### src/rtl/acc_alu.sv
module acc_alu #(
  parameter int DW = 8
) (
  input  logic          clk,
  input  logic          rst_n,
  input  logic          op_valid,
  input  logic [7:0]    op_code,
  input  logic [DW-1:0] acc_in,
  input  logic [DW-1:0] operand,
  output logic [DW-1:0] acc_out,
  output logic          acc_wr,
  output logic [7:0]    flags
);
  localparam int CB = 7, ZB = 6, SB = 5, PB = 4;

  logic [7:0]  fq, nf;
  logic [DW:0] r;
  logic        wr, cy_upd, zsp_upd, fl_load;
  wire         cy = fq[CB];

  wire          lo_fix = acc_in[3:0] > 4'd9;
  wire [DW:0]   da1    = {1'b0, acc_in} + (lo_fix ? (DW+1)'(6) : '0);
  wire          hi_fix = (da1[7:4] > 4'd9) || da1[DW] || cy;
  wire [DW-1:0] da2    = da1[DW-1:0] + (hi_fix ? DW'(8'h60) : '0);

  always_comb begin
    r       = {cy, acc_in};
    wr      = 1'b1;
    cy_upd  = 1'b0;
    zsp_upd = 1'b1;
    fl_load = 1'b0;
    case (op_code) inside
      [8'h80:8'h87]: r = {cy, acc_in & operand};
      [8'h88:8'h8F]: r = {cy, acc_in | operand};
      [8'h90:8'h97]: r = {cy, acc_in ^ operand};
      [8'hA0:8'hA7]: begin r = {1'b0, acc_in} + {1'b0, operand}; cy_upd = 1'b1; end
      [8'hA8:8'hAF]: begin r = {1'b0, acc_in} + {1'b0, operand} + (DW+1)'(cy); cy_upd = 1'b1; end
      [8'hB0:8'hB7]: begin r = {1'b0, acc_in} - {1'b0, operand}; cy_upd = 1'b1; end
      [8'hB8:8'hBF]: begin r = {1'b0, acc_in} - {1'b0, operand} - (DW+1)'(cy); cy_upd = 1'b1; end
      8'h98: r = {cy, acc_in[DW-2:0], acc_in[DW-1]};
      8'h99: begin r = {acc_in, cy}; cy_upd = 1'b1; end
      8'h9A: r = {cy, acc_in[0], acc_in[DW-1:1]};
      8'h9B: begin r = {acc_in[0], cy, acc_in[DW-1:1]}; cy_upd = 1'b1; end
      8'h9E: r = {cy, acc_in + DW'(1)};
      8'h9F: r = {cy, acc_in - DW'(1)};
      8'h0F: r = {cy, ~acc_in};
      8'hFA: begin r = {hi_fix, da2}; cy_upd = 1'b1; end
      8'h11: begin r = {cy, DW'(fq)}; zsp_upd = 1'b0; end
      8'h12: begin wr = 1'b0; zsp_upd = 1'b0; fl_load = 1'b1; end
      8'h08: begin wr = 1'b0; zsp_upd = 1'b0; r[DW] = 1'b1; cy_upd = 1'b1; end
      8'h09: begin wr = 1'b0; zsp_upd = 1'b0; r[DW] = 1'b0; cy_upd = 1'b1; end
      8'h0E: begin wr = 1'b0; zsp_upd = 1'b0; r[DW] = ~cy; cy_upd = 1'b1; end
      default: begin wr = 1'b0; zsp_upd = 1'b0; end
    endcase
  end

  always_comb begin
    nf = fq;
    if (cy_upd) nf[CB] = r[DW];
    if (zsp_upd) begin
      nf[ZB] = (r[DW-1:0] == '0);
      nf[SB] = r[DW-1];
      nf[PB] = ^r[DW-1:0];
    end
    if (fl_load) nf = {acc_in[DW-1:DW-4], 4'b0000};
  end

  always_ff @(posedge clk or negedge rst_n)
    if (!rst_n)        fq <= 8'h00;
    else if (op_valid) fq <= nf;

  assign acc_out = r[DW-1:0];
  assign acc_wr  = op_valid & wr;
  assign flags   = fq;


  zero_flag_chk: assert property (@(posedge clk) disable iff (!rst_n)
    (acc_wr && op_code != 8'h11) |=> (flags[ZB] == ($past(acc_out) == '0)));

  sign_flag_chk: assert property (@(posedge clk) disable iff (!rst_n)
    (acc_wr && op_code != 8'h11) |=> (flags[SB] == $past(acc_out[DW-1])));

  idle_hold_chk: assert property (@(posedge clk) disable iff (!rst_n)
    !op_valid |=> $stable(flags));

  logic_keeps_cy_chk: assert property (@(posedge clk) disable iff (!rst_n)
    (op_valid && op_code inside {[8'h80:8'h97]}) |=> (flags[CB] == $past(flags[CB])));

  set_cy_chk: assert property (@(posedge clk) disable iff (!rst_n)
    (op_valid && op_code == 8'h08) |=> flags[CB]);

  low_bits_zero_chk: assert property (@(posedge clk) disable iff (!rst_n)
    op_valid |=> (flags[3:0] == 4'h0));
endmodule

### config.mk
export PLATFORM = sky130hd
export DESIGN_NAME = acc_alu
export DESIGN_NICKNAME = d
export VERILOG_FILES = /design/src/rtl/acc_alu.sv
export SDC_FILE = /design/constraint.sdc
export NUM_CORES = 1
export LEC_CHECK = 0
export ABC_AREA = 1
export BUFFER_PORTS_ARGS = -buffer_cell sky130_fd_sc_hd__buf_2
export CORE_MARGIN = 8
export CORE_UTILIZATION = 56
export DETAILED_ROUTE_END_ITERATION = 8
export GPL_TIMING_DRIVEN = 0
export PLACE_DENSITY = 0.78
export SYNTH_ARGS = -nofsm -noshare
export SYNTH_HDL_FRONTEND = slang
export SYNTH_SLANG_ARGS = --single-unit
### constraint.sdc
create_clock -name clk -period 4.65 [get_ports clk]
set_input_delay 0.465 -clock clk [delete_from_list [all_inputs] [get_ports clk]]
set_output_delay 0.465 -clock clk [all_outputs]
set_load 0.005 [all_outputs]
==> results of run 1 <==
how the worst min path moves through the flow:
stage / from / to / slack [ns]
2_1_floorplan: rst_n / flags[4] / 0.17
3_3_place_gp: rst_n / flags[7] / 0.27
3_5_place_dp: rst_n / flags[7] / 0.27
4_1_cts: rst_n / flags[7] / 0.04
5_1_grt: rst_n / flags[7] / 0.06
6_report: rst_n / flags[7] / 0.05
area by class of cell:
class                   instances  area [um2]
inverters                     109         422
repair buffers                 52         323
clock buffers                   3        41.3
plain buffers                  15         111
fillers                       563        1930
flip-flops and latches          4         100
well taps                      75        93.8
multi-input cells             484        2900
power breakdown:
part           leakage [nW]  internal (mW)  switching [mW]
logic                  2.00          0.175           0.285
clock network        0.0216         0.0552          0.0180
registers            0.0488         0.0470          0.0192
total                  2.07          0.277           0.322
repair_timing:
action                     4_1_cts  5_1_grt
buffers inserted                 7        8
gates resized for setup         23       15
pin swaps                       11       19
setup endpoints to repair        5        5
per-stage QoR:
stage / TNS [ns] / area, um2
5_1_grt: -0.184 / 3990
3_5_place_dp: -2.17 / 3700
2_1_floorplan: 0 / 3420
6_report: 0 / 3990
3_3_place_gp: -1.78 / 3700
4_1_cts: 0 / 3860
critical path: cells and delay by family:
kind,cells,cell delay (ns)
xor+xnor,3,0.36
buf+inv,5,0.39
fa+ha+maj,6,1.50
compound gates,10,1.11
simple gates,9,0.79
layer usage:
metal	vias to the layer above	track usage [%]	routed length, um	part of all wire [%]
met5	-	0	0	0
met4	0	5.02	274	2.3
met3	25	4.08	1180	9.8
met2	269	43.9	5590	47
met1	1941	34.8	4970	41
li1	2105	-	-	-
layout by cell type, fill, tap and decap left out, drive strengths merged, types with 2 or more instances in the layout:
cell type and count:
fa 3, xor2 19, nand4 9, nand2 154, a21oi 52, o2111ai 3
a221oi 2, o211ai 7, a31oi 2, o31ai 4, inv 104, buf 66
nor2 54, xnor2 5, o221ai 2, o21ai 62, ha 38, nor4 3
o22ai 5, nand3 36, clkinv 4, o21bai 2, nor3 11, dfrtp 4
conb 4, or2 3, clkbuf 4
logic make-up (layout without fill, tap and decap cells):
logic type	count (synthesis)	count (layout)	share of synthesized area [%]
buffers and inverters	124	179	15.3
other	1	4	0.110
AOI/OAI and AO/OA	145	145	24.1
xor gates and xnor gates	24	24	6.38
DFF	4	4	2.93
adders and majority gates	41	41	15.7
and+or+nand+nor	270	270	35.5
==> results.yml, run 1 <==
status:
  run_status: "completed"
yosys:
  synth_area_leader_cell: "nand2_1"
  yosysWarnings: 0
  synth.top_cells.by_count: "149 x nand2_1, 93 x inv_1, 50 x a21oi_1"
  synth_top_area_share_pct: 16.4
  synth_edf_count: 0
  synth_seq_area_share_pct: 2.93
  ys_types: 46
  syn_inst: 609
  ys.flop_type: "dfrtp_1"
  synth_seq_cells: 4
  syn_area_mm2: 0.00341
  async_reset_ff_share_pct: 100
  ys_top_cells_by_area: "nand2_1 16%, ha_1 14%, inv_1 10%"
  synth.avg_cell_area_um2: 5.60
  synth_most_common_cell: "nand2_1"
clocking:
  clock_path_buffers: 2
  cts_tree: "built"
  path_clk_slew_ns: 0.03
  clk-insertion-delay-late_ns: 0.22
  hold_buffers: 0
  clock-root-buffer: "clkbuf_8"
  htreeDepth: 1
  cts_sinks: 4
  cts_inserted_buffers: 3
critical_path:
  critPathArrivalTime_ns: 4.66
  reg2reg_to: "flags[4]"
  cp-start-kind: "input port"
  r2r_cells: 20
  max_stage_delay_ns: 0.52
  crit_path_end_kind: "flip-flop"
  r2r_start: "flags[7]"
  r2r_slack_ns: 1.18
  crit_fanout: 4
  critPathKind: "input port to flip-flop"
  worstPathRequired_ns: 4.75
  cp_slowest_cell: "fa_2"
  endpoint: "flags[4]"
  worstSetupStartpoint: "acc_in[1]"
  crit_top_cell: "o21ai_1"
floorplanning:
  die_width_um: 94.1
  start_util_pct: 57.6
  fp.coreArea_mm2: 0.00592
  dieArea_mm2: 0.00885
  std_cell_rows: 28
  io_pins: 44
  die_y_um: 94.1
finish:
  drive_gt1_share_pct: 19.3
  largest_register_ffs: 4
  areaGrowthSynthToFinish_pct: 17.1
  diodes: 0
  fin_util_pct: 67.5
  layout.cells.non_filler: 742
  nNetsFinal: 737
power:
  fin_total_pwr_mw: 0.599
  leakage_nw: 2.07
  power_density_mw_per_mm2: 150
  ir_drop_v: 0.000337
timing:
  hold_viol: 0
  fmax_ghz: 0.219
  worstMarginPinSlew_ns: 1.26
  final.period_utilization_pct: 98.1
  finalSetupViolations: 0
  max_slew_margin_pct: 15.4
  post-route-min-period_ns: 4.56
  setup_ws_ns: 0.0892
  rsz0062_at_grt: "yes"
  fin_hold_ws_ns: 0.0471
  finClkSkew_ns: 0.00568
  slew_violations: 0
detailed_routing:
  drt_iter0_markers: 457
  num_vias: 4340
  wl_per_cell_um: 16.2
  drcViolationCount: 0
  drt_pass1_iterations: 5
  routed_wl_um: 12000
  vias_per_cell: 5.85
  ant_nets: 0
placed_design:
  post-dp-hpwl_um: 9680
  io_buffers: 37
  gp_congestion: 0.987
  pre_cts_ws_ns: -0.796
  dp_cells: 724
global_routing:
  grt_pass1_vias: 3832
  grt_max_degree: 11
  grt_pass1_wl_um: 18900
  grt_usage_pct: 26.3
  grt_overflow_total: 0
  grt_antenna_before_repair: 0
job:
  max_cap_violations: 0
hold_path:
  hp-class: "input port to asynchronous set/reset pin"
Power figures use the tool's default switching activity.
==> run 2, diff against run 1 <==
--- a/config.mk
+++ b/config.mk
@@ -7,3 +7,2 @@
 export LEC_CHECK = 0
-export ABC_AREA = 1
 export BUFFER_PORTS_ARGS = -buffer_cell sky130_fd_sc_hd__buf_2
@@ -13,3 +12,3 @@
 export GPL_TIMING_DRIVEN = 0
-export PLACE_DENSITY = 0.78
+export PLACE_DENSITY = 0.77
 export SYNTH_ARGS = -nofsm -noshare
--- a/constraint.sdc
+++ b/constraint.sdc
@@ -3,2 +3,2 @@
 set_output_delay 0.465 -clock clk [all_outputs]
-set_load 0.005 [all_outputs]
+set_load 0.05 [all_outputs]
==> results.yml, run 2 <==
status:
  run_status: "finished, violations left"
  violations: "negative setup slack"
finish:
  diodes: 0
  final_cell_mix: "57 x nand2_1, 53 x nor2_1, 43 x buf_2, 32 x ha_1, 30 x o21ai_0"
  fin_util_pct: 66.9
  drive_gt1_share_pct: 19.2
  final_common_cell: "nand2_1"
  fillers: 562
  final_area_mm2: 0.00415
  nNetsFinal: 653
  areaGrowthSynthToFinish_pct: 18.4
  largest_register_ffs: 4
yosys:
  synth.avg_cell_area_um2: 6.69
  synth_most_common_cell: "nand2_1"
  synth.top_cells.by_count: "57 x nand2_1, 55 x nor2_1, 38 x ha_1"
  synth_edf_count: 0
  async_reset_ff_share_pct: 100
  synth_area_leader_cell: "ha_1"
  ys.flop_type: "dfrtp_1"
  ys_top_cells_by_area: "ha_1 14%, nand2_1 6.1%, nor2_1 5.9%"
  yosysWarnings: 0
  syn_inst: 524
  synth_top_area_share_pct: 13.6
  synth_seq_cells: 4
  ys_types: 83
  synth_seq_area_share_pct: 2.86
  syn_area_mm2: 0.00351
power:
  leakage_nw: 1.68
  pwr-share-seq_pct: 8.3
  power_density_mw_per_mm2: 179
  p_sw_share_pct: 57.1
  ir_drop_v: 0.000224
  p_clk_share_pct: 9.8
  internal_power_mw: 0.318
  p_sw_mw: 0.424
  fin_total_pwr_mw: 0.743
  p_comb_share_pct: 81.9
floorplanning:
  io_pins: 44
  die_width_um: 95.1
  std_cell_rows: 29
  start_util_pct: 56.5
  dieArea_mm2: 0.00905
  fp.coreArea_mm2: 0.00620
  die_y_um: 95.1
global_routing:
  grt_usage_pct: 30.6
  grt_overflow_total: 0
  grt_pass1_vias: 4357
  grt_antenna_before_repair: 0
  grt_pass1_wl_um: 22100
  grt_max_degree: 12
clocking:
  cts_inserted_buffers: 3
  clock-root-buffer: "clkbuf_8"
  clock_path_buffers: 2
  cts_sinks: 4
  cts_tree: "built"
  path_clk_slew_ns: 0.03
  hold_buffers: 0
  htreeDepth: 1
  clk-insertion-delay-late_ns: 0.21
critical_path:
  worstPathRequired_ns: 4.18
  crit_fanout: 4
  critPathKind: "input port to output port"
  crit_path_end_kind: "output port"
  critPathArrivalTime_ns: 4.66
  cp-start-kind: "input port"
detailed_routing:
  num_vias: 4585
  ant_nets: 0
  vias_per_cell: 6.95
  wl_per_cell_um: 21.3
  drt_iter0_markers: 461
  drt_pass1_iterations: 5
  routed_wl_um: 14100
  drcViolationCount: 0
timing:
  hold_viol: 0
  rsz0062_at_grt: "yes"
  fmax_ghz: 0.195
  fin_setup_tns_ns: -0.911
  finClkSkew_ns: 0.00397
  post-route-min-period_ns: 5.13
  setup_ws_ns: -0.476
  slew_violations: 0
  max_slew_margin_pct: 28.8
  finalSetupViolations: 3
  final.period_utilization_pct: 110
  worstMarginPinSlew_ns: 1.06
placed_design:
  placed_cell_area_mm2: 0.00390
  post-dp-hpwl_um: 11000
  pre_cts_ws_ns: -1.13
  gp_congestion: 1.06
  io_buffers: 38
hold_path:
  hp-class: "input port to asynchronous set/reset pin"
job:
  max_cap_violations: 0
[run 2: cell types whose count changed in the layout (fill, tap and decap cells not counted), moves of 12 or more]
cell / previous run / this run
xnor2_1: 5 / 22
o21ai_0: 47 / 30
nand3_1: 34 / 14
nand2_1: 142 / 57
inv_1: 90 / 25
clkbuf_1: 1 / 16
a21oi_1: 49 / 27
xor2_1: 16 / 4
[run 2: final timing paths]
path                           start          to  slack, ns  depth (start not counted)
max                        acc_in[1]  acc_out[6]      -0.48                         25
min                            rst_n    flags[6]       0.05                          1
max reg2reg                 flags[7]    flags[4]       0.74                         15
min reg2reg                 flags[5]    flags[5]       0.55                          2
max in group asynchronous      rst_n    flags[7]       4.47                          1
min in group clk            flags[5]    flags[5]       0.55                          2
[run 2: what timing repair did]
item	4_1_cts	5_1_grt
setup buffers	11	5
hold endpoints to repair	0	0
endpoints found under the setup margin	5	5
resized for setup	17	11
pin swaps	8	12
[run 2: worst max-delay path: stages]
cell	delay (ns)
buf_12	0.08
clkbuf_16	0.13
inv_8	0.03
ha_4	0.14
nor2_2	0.09
nor2_1	0.05
nor2_2	0.14
ha_2	0.22
ha_4	0.13
o211ai_1	0.15
nor2_1	0.17
nand2_1	0.09
a311o_1	0.40
ha_2	0.20
fa_1	0.49
a221o_2	0.14
a21oi_1	0.04
a221o_1	0.28
o211ai_2	0.23
a21oi_4	0.11
buf_6	0.13
buf_6	0.10
buf_6	0.10
o41ai_4	0.34
buf_6	0.20
[run 2: kinds of logic (layout without fill, tap and decap cells)]
| logic type | count (synthesis) | count (layout) | synth area share [%] |
|---|---|---|---|
| multiplexers | 9 | 9 | 2.64 |
| other | 1 | 4 | 0.107 |
| buffers and inverters | 65 | 121 | 8.21 |
| flip-flops | 4 | 4 | 2.86 |
| AND/OR/NAND/NOR | 202 | 202 | 28.6 |
| adder cells (fa/ha/maj) | 41 | 41 | 15.3 |
| XOR/XNOR | 27 | 27 | 6.74 |
| AO/OA/AOI/OAI | 175 | 175 | 35.6 |
[run 2: cell type report]
type                       count  area (um2)  share of cell area, %
inverter                      30         128                   3.08
sequential                     4         100                   2.41
multi-input combinational    458        3230                   77.8
clock buffer                   3        41.3                  0.995
timing repair buffer          54         360                   8.68
tap                           77        96.3                   2.32
buffer                        34         194                   4.67
[run 2: through the flow]
stage | hold WS (ns) | instances
after floorplan | 0.169 | 527
after global placement | 0.269 | 642
after detailed placement | 0.276 | 642
after CTS | 0.0508 | 656
after global routing | 0.0530 | 660
final | 0.0520 | 660
[run 2: metal layers]
layer	GRT usage, %	part of all wire (%)	vias to the layer above	routed length (um)
met5	0	0	-	0
met2	51.1	46	323	6500
met1	37.5	39	2130	5440
met4	18.1	6.1	0	858
li1	-	-	2064	-
met3	2.60	9.1	68	1280
[run 2: power groups by stage]
stage / Sequential (mW) / Clock (mW) / Combinational, mW
final: 0.0615 / 0.0727 / 0.608
after global routing: 0.0615 / 0.0772 / 0.652
after CTS: 0.0598 / 0.0735 / 0.582
after detailed placement: 0.0602 / 0 / 0.563
after global placement: 0.0601 / 0 / 0.554
after floorplan: 0.0876 / 0 / 0.381
==> run 3, diff against run 2 <==
- CORE_UTILIZATION: 56 -> 45
- PLACE_DENSITY: 0.77 -> not set
==> results.yml, run 3 (synthesis gave the netlist of run 2 again) <==
status:
  run_status: "finished, violations left"
  violations: "negative setup slack"
floorplanning:
  dieArea_mm2: 0.0109
  start_util_pct: 45.8
  std_cell_rows: 32
  io_pins: 44
  fp.coreArea_mm2: 0.00765
  die_width_um: 104
  die_y_um: 104
placed_design:
  post-dp-hpwl_um: 11300
  gp_congestion: 0.987
  io_buffers: 38
  placed_cell_area_mm2: 0.00393
timing:
  fin_hold_ws_ns: 0.0476
  finalSetupViolations: 4
  setup_ws_ns: -0.362
  fmax_ghz: 0.200
  hold_viol: 0
  slew_violations: 0
  worstMarginPinSlew_ns: 0.982
  post-route-min-period_ns: 5.01
  finClkSkew_ns: 0.000372
  final.period_utilization_pct: 108
  rsz0062_at_grt: "yes"
  max_slew_margin_pct: 34.0
finish:
  final_area_mm2: 0.00420
  nNetsFinal: 652
  final_cell_mix: "57 x nand2_1, 53 x nor2_1, 42 x buf_2, 32 x ha_1, 30 x o21ai_0"
  largest_register_ffs: 4
  fillers: 790
  final_common_cell: "nand2_1"
  areaGrowthSynthToFinish_pct: 19.7
  diodes: 0
  drive_gt1_share_pct: 19.2
global_routing:
  grt_pass1_wl_um: 22800
  grt_pass1_vias: 4261
  grt_use_met2_pct: 44.5
  grt_antenna_before_repair: 0
  grt_usage_pct: 25.5
  grt_max_degree: 12
  grt-busiest-layer: "met2"
  grtUsageMet1_pct: 31.4
  grt_use_met3_pct: 2.73
  grt_overflow_total: 0
critical_path:
  r2r_start: "flags[7]"
  cp-start-kind: "input port"
  crit_fanout: 4
  r2r_cells: 15
  max_stage_delay_ns: 0.50
  crit_top_cell: "ha_4"
  r2r_slack_ns: 0.82
  cp_slowest_cell: "fa_1"
  critPathArrivalTime_ns: 5.08
  worstPathRequired_ns: 4.72
  reg2reg_to: "flags[4]"
  critPathKind: "input port to flip-flop"
  crit_path_end_kind: "flip-flop"
clocking:
  clock-root-buffer: "clkbuf_8"
  cts_sinks: 4
  clock_path_buffers: 2
  cts_tree: "built"
  cts_inserted_buffers: 3
  path_clk_slew_ns: 0.03
  htreeDepth: 1
  hold_buffers: 0
  clk-insertion-delay-late_ns: 0.21
detailed_routing:
  vias_per_cell: 6.36
  routed_wl_um: 14400
  num_vias: 4347
  wl_per_cell_um: 21.0
  ant_nets: 0
  drt_iter0_markers: 302
  drcViolationCount: 0
  drt_pass1_iterations: 5
hold_path:
  hp-class: "input port to asynchronous set/reset pin"
power:
  ir_drop_v: 0.000101
  power_density_mw_per_mm2: 177
  leakage_nw: 1.68
job:
  max_cap_violations: 0
[run 3: timing repair]
action | CTS | global route
setup endpoints to repair | 6 | 5
gates resized for setup | 23 | 9
buffers inserted | 14 | 3
pin swaps | 20 | 19
[run 3: worst max path at each step]
stage / from / endpoint
after floorplan: acc_in[1] / flags[4]
after global placement: acc_in[0] / flags[4]
after detailed placement: acc_in[0] / flags[4]
after CTS: acc_in[1] / flags[4]
after global routing: acc_in[1] / flags[4]
final: acc_in[1] / flags[4]
[run 3: where the power goes]
group | switching [mW] | internal, mW
clock | 0.0172 | 0.0551
combinational | 0.386 | 0.224
sequential | 0.0176 | 0.0444
total | 0.421 | 0.324
[run 3: per-layer routing]
metal	wire [um]	vias up
met5	0	-
met2	6960	188
met4	527	0
met1	5990	2046
met3	870	37
li1	-	2076
[run 3: layout make-up]
cell class	instances	area (um2)	share of cell area, %
plain buffers	34	194	4.62
repair buffers	53	353	8.41
well taps	102	128	3.04
multi-input cells	458	3250	77.4
inverters	30	133	3.16
clock buffers	3	41.3	0.984
flip-flops and latches	4	100	2.39
[run 3: critical path: cells and delay by family]
family | cells | cell delay (ns)
xor gates and xnor gates | 2 | 0.31
and+or+nand+nor | 5 | 0.39
buffers and inverters | 3 | 0.29
AOI/OAI and AO/OA | 10 | 2.08
adders and majority gates | 5 | 1.24
muxes | 1 | 0.28
[run 3: through the flow]
stage / setup TNS, ns / util, % / cells / power (mW) / setup slack [ns]
3_5_place_dp: -3.79 / 51.4 / 667 / 0.627 / -1.10
3_3_place_gp: -3.73 / 51.4 / 667 / 0.624 / -1.09
5_1_grt: -1.60 / 54.9 / 684 / 0.798 / -0.554
4_1_cts: -0.921 / 54.4 / 684 / 0.732 / -0.429
2_1_floorplan: -0.0723 / - / 527 / 0.469 / -0.0723
6_report: -0.896 / 54.9 / 684 / 0.744 / -0.362
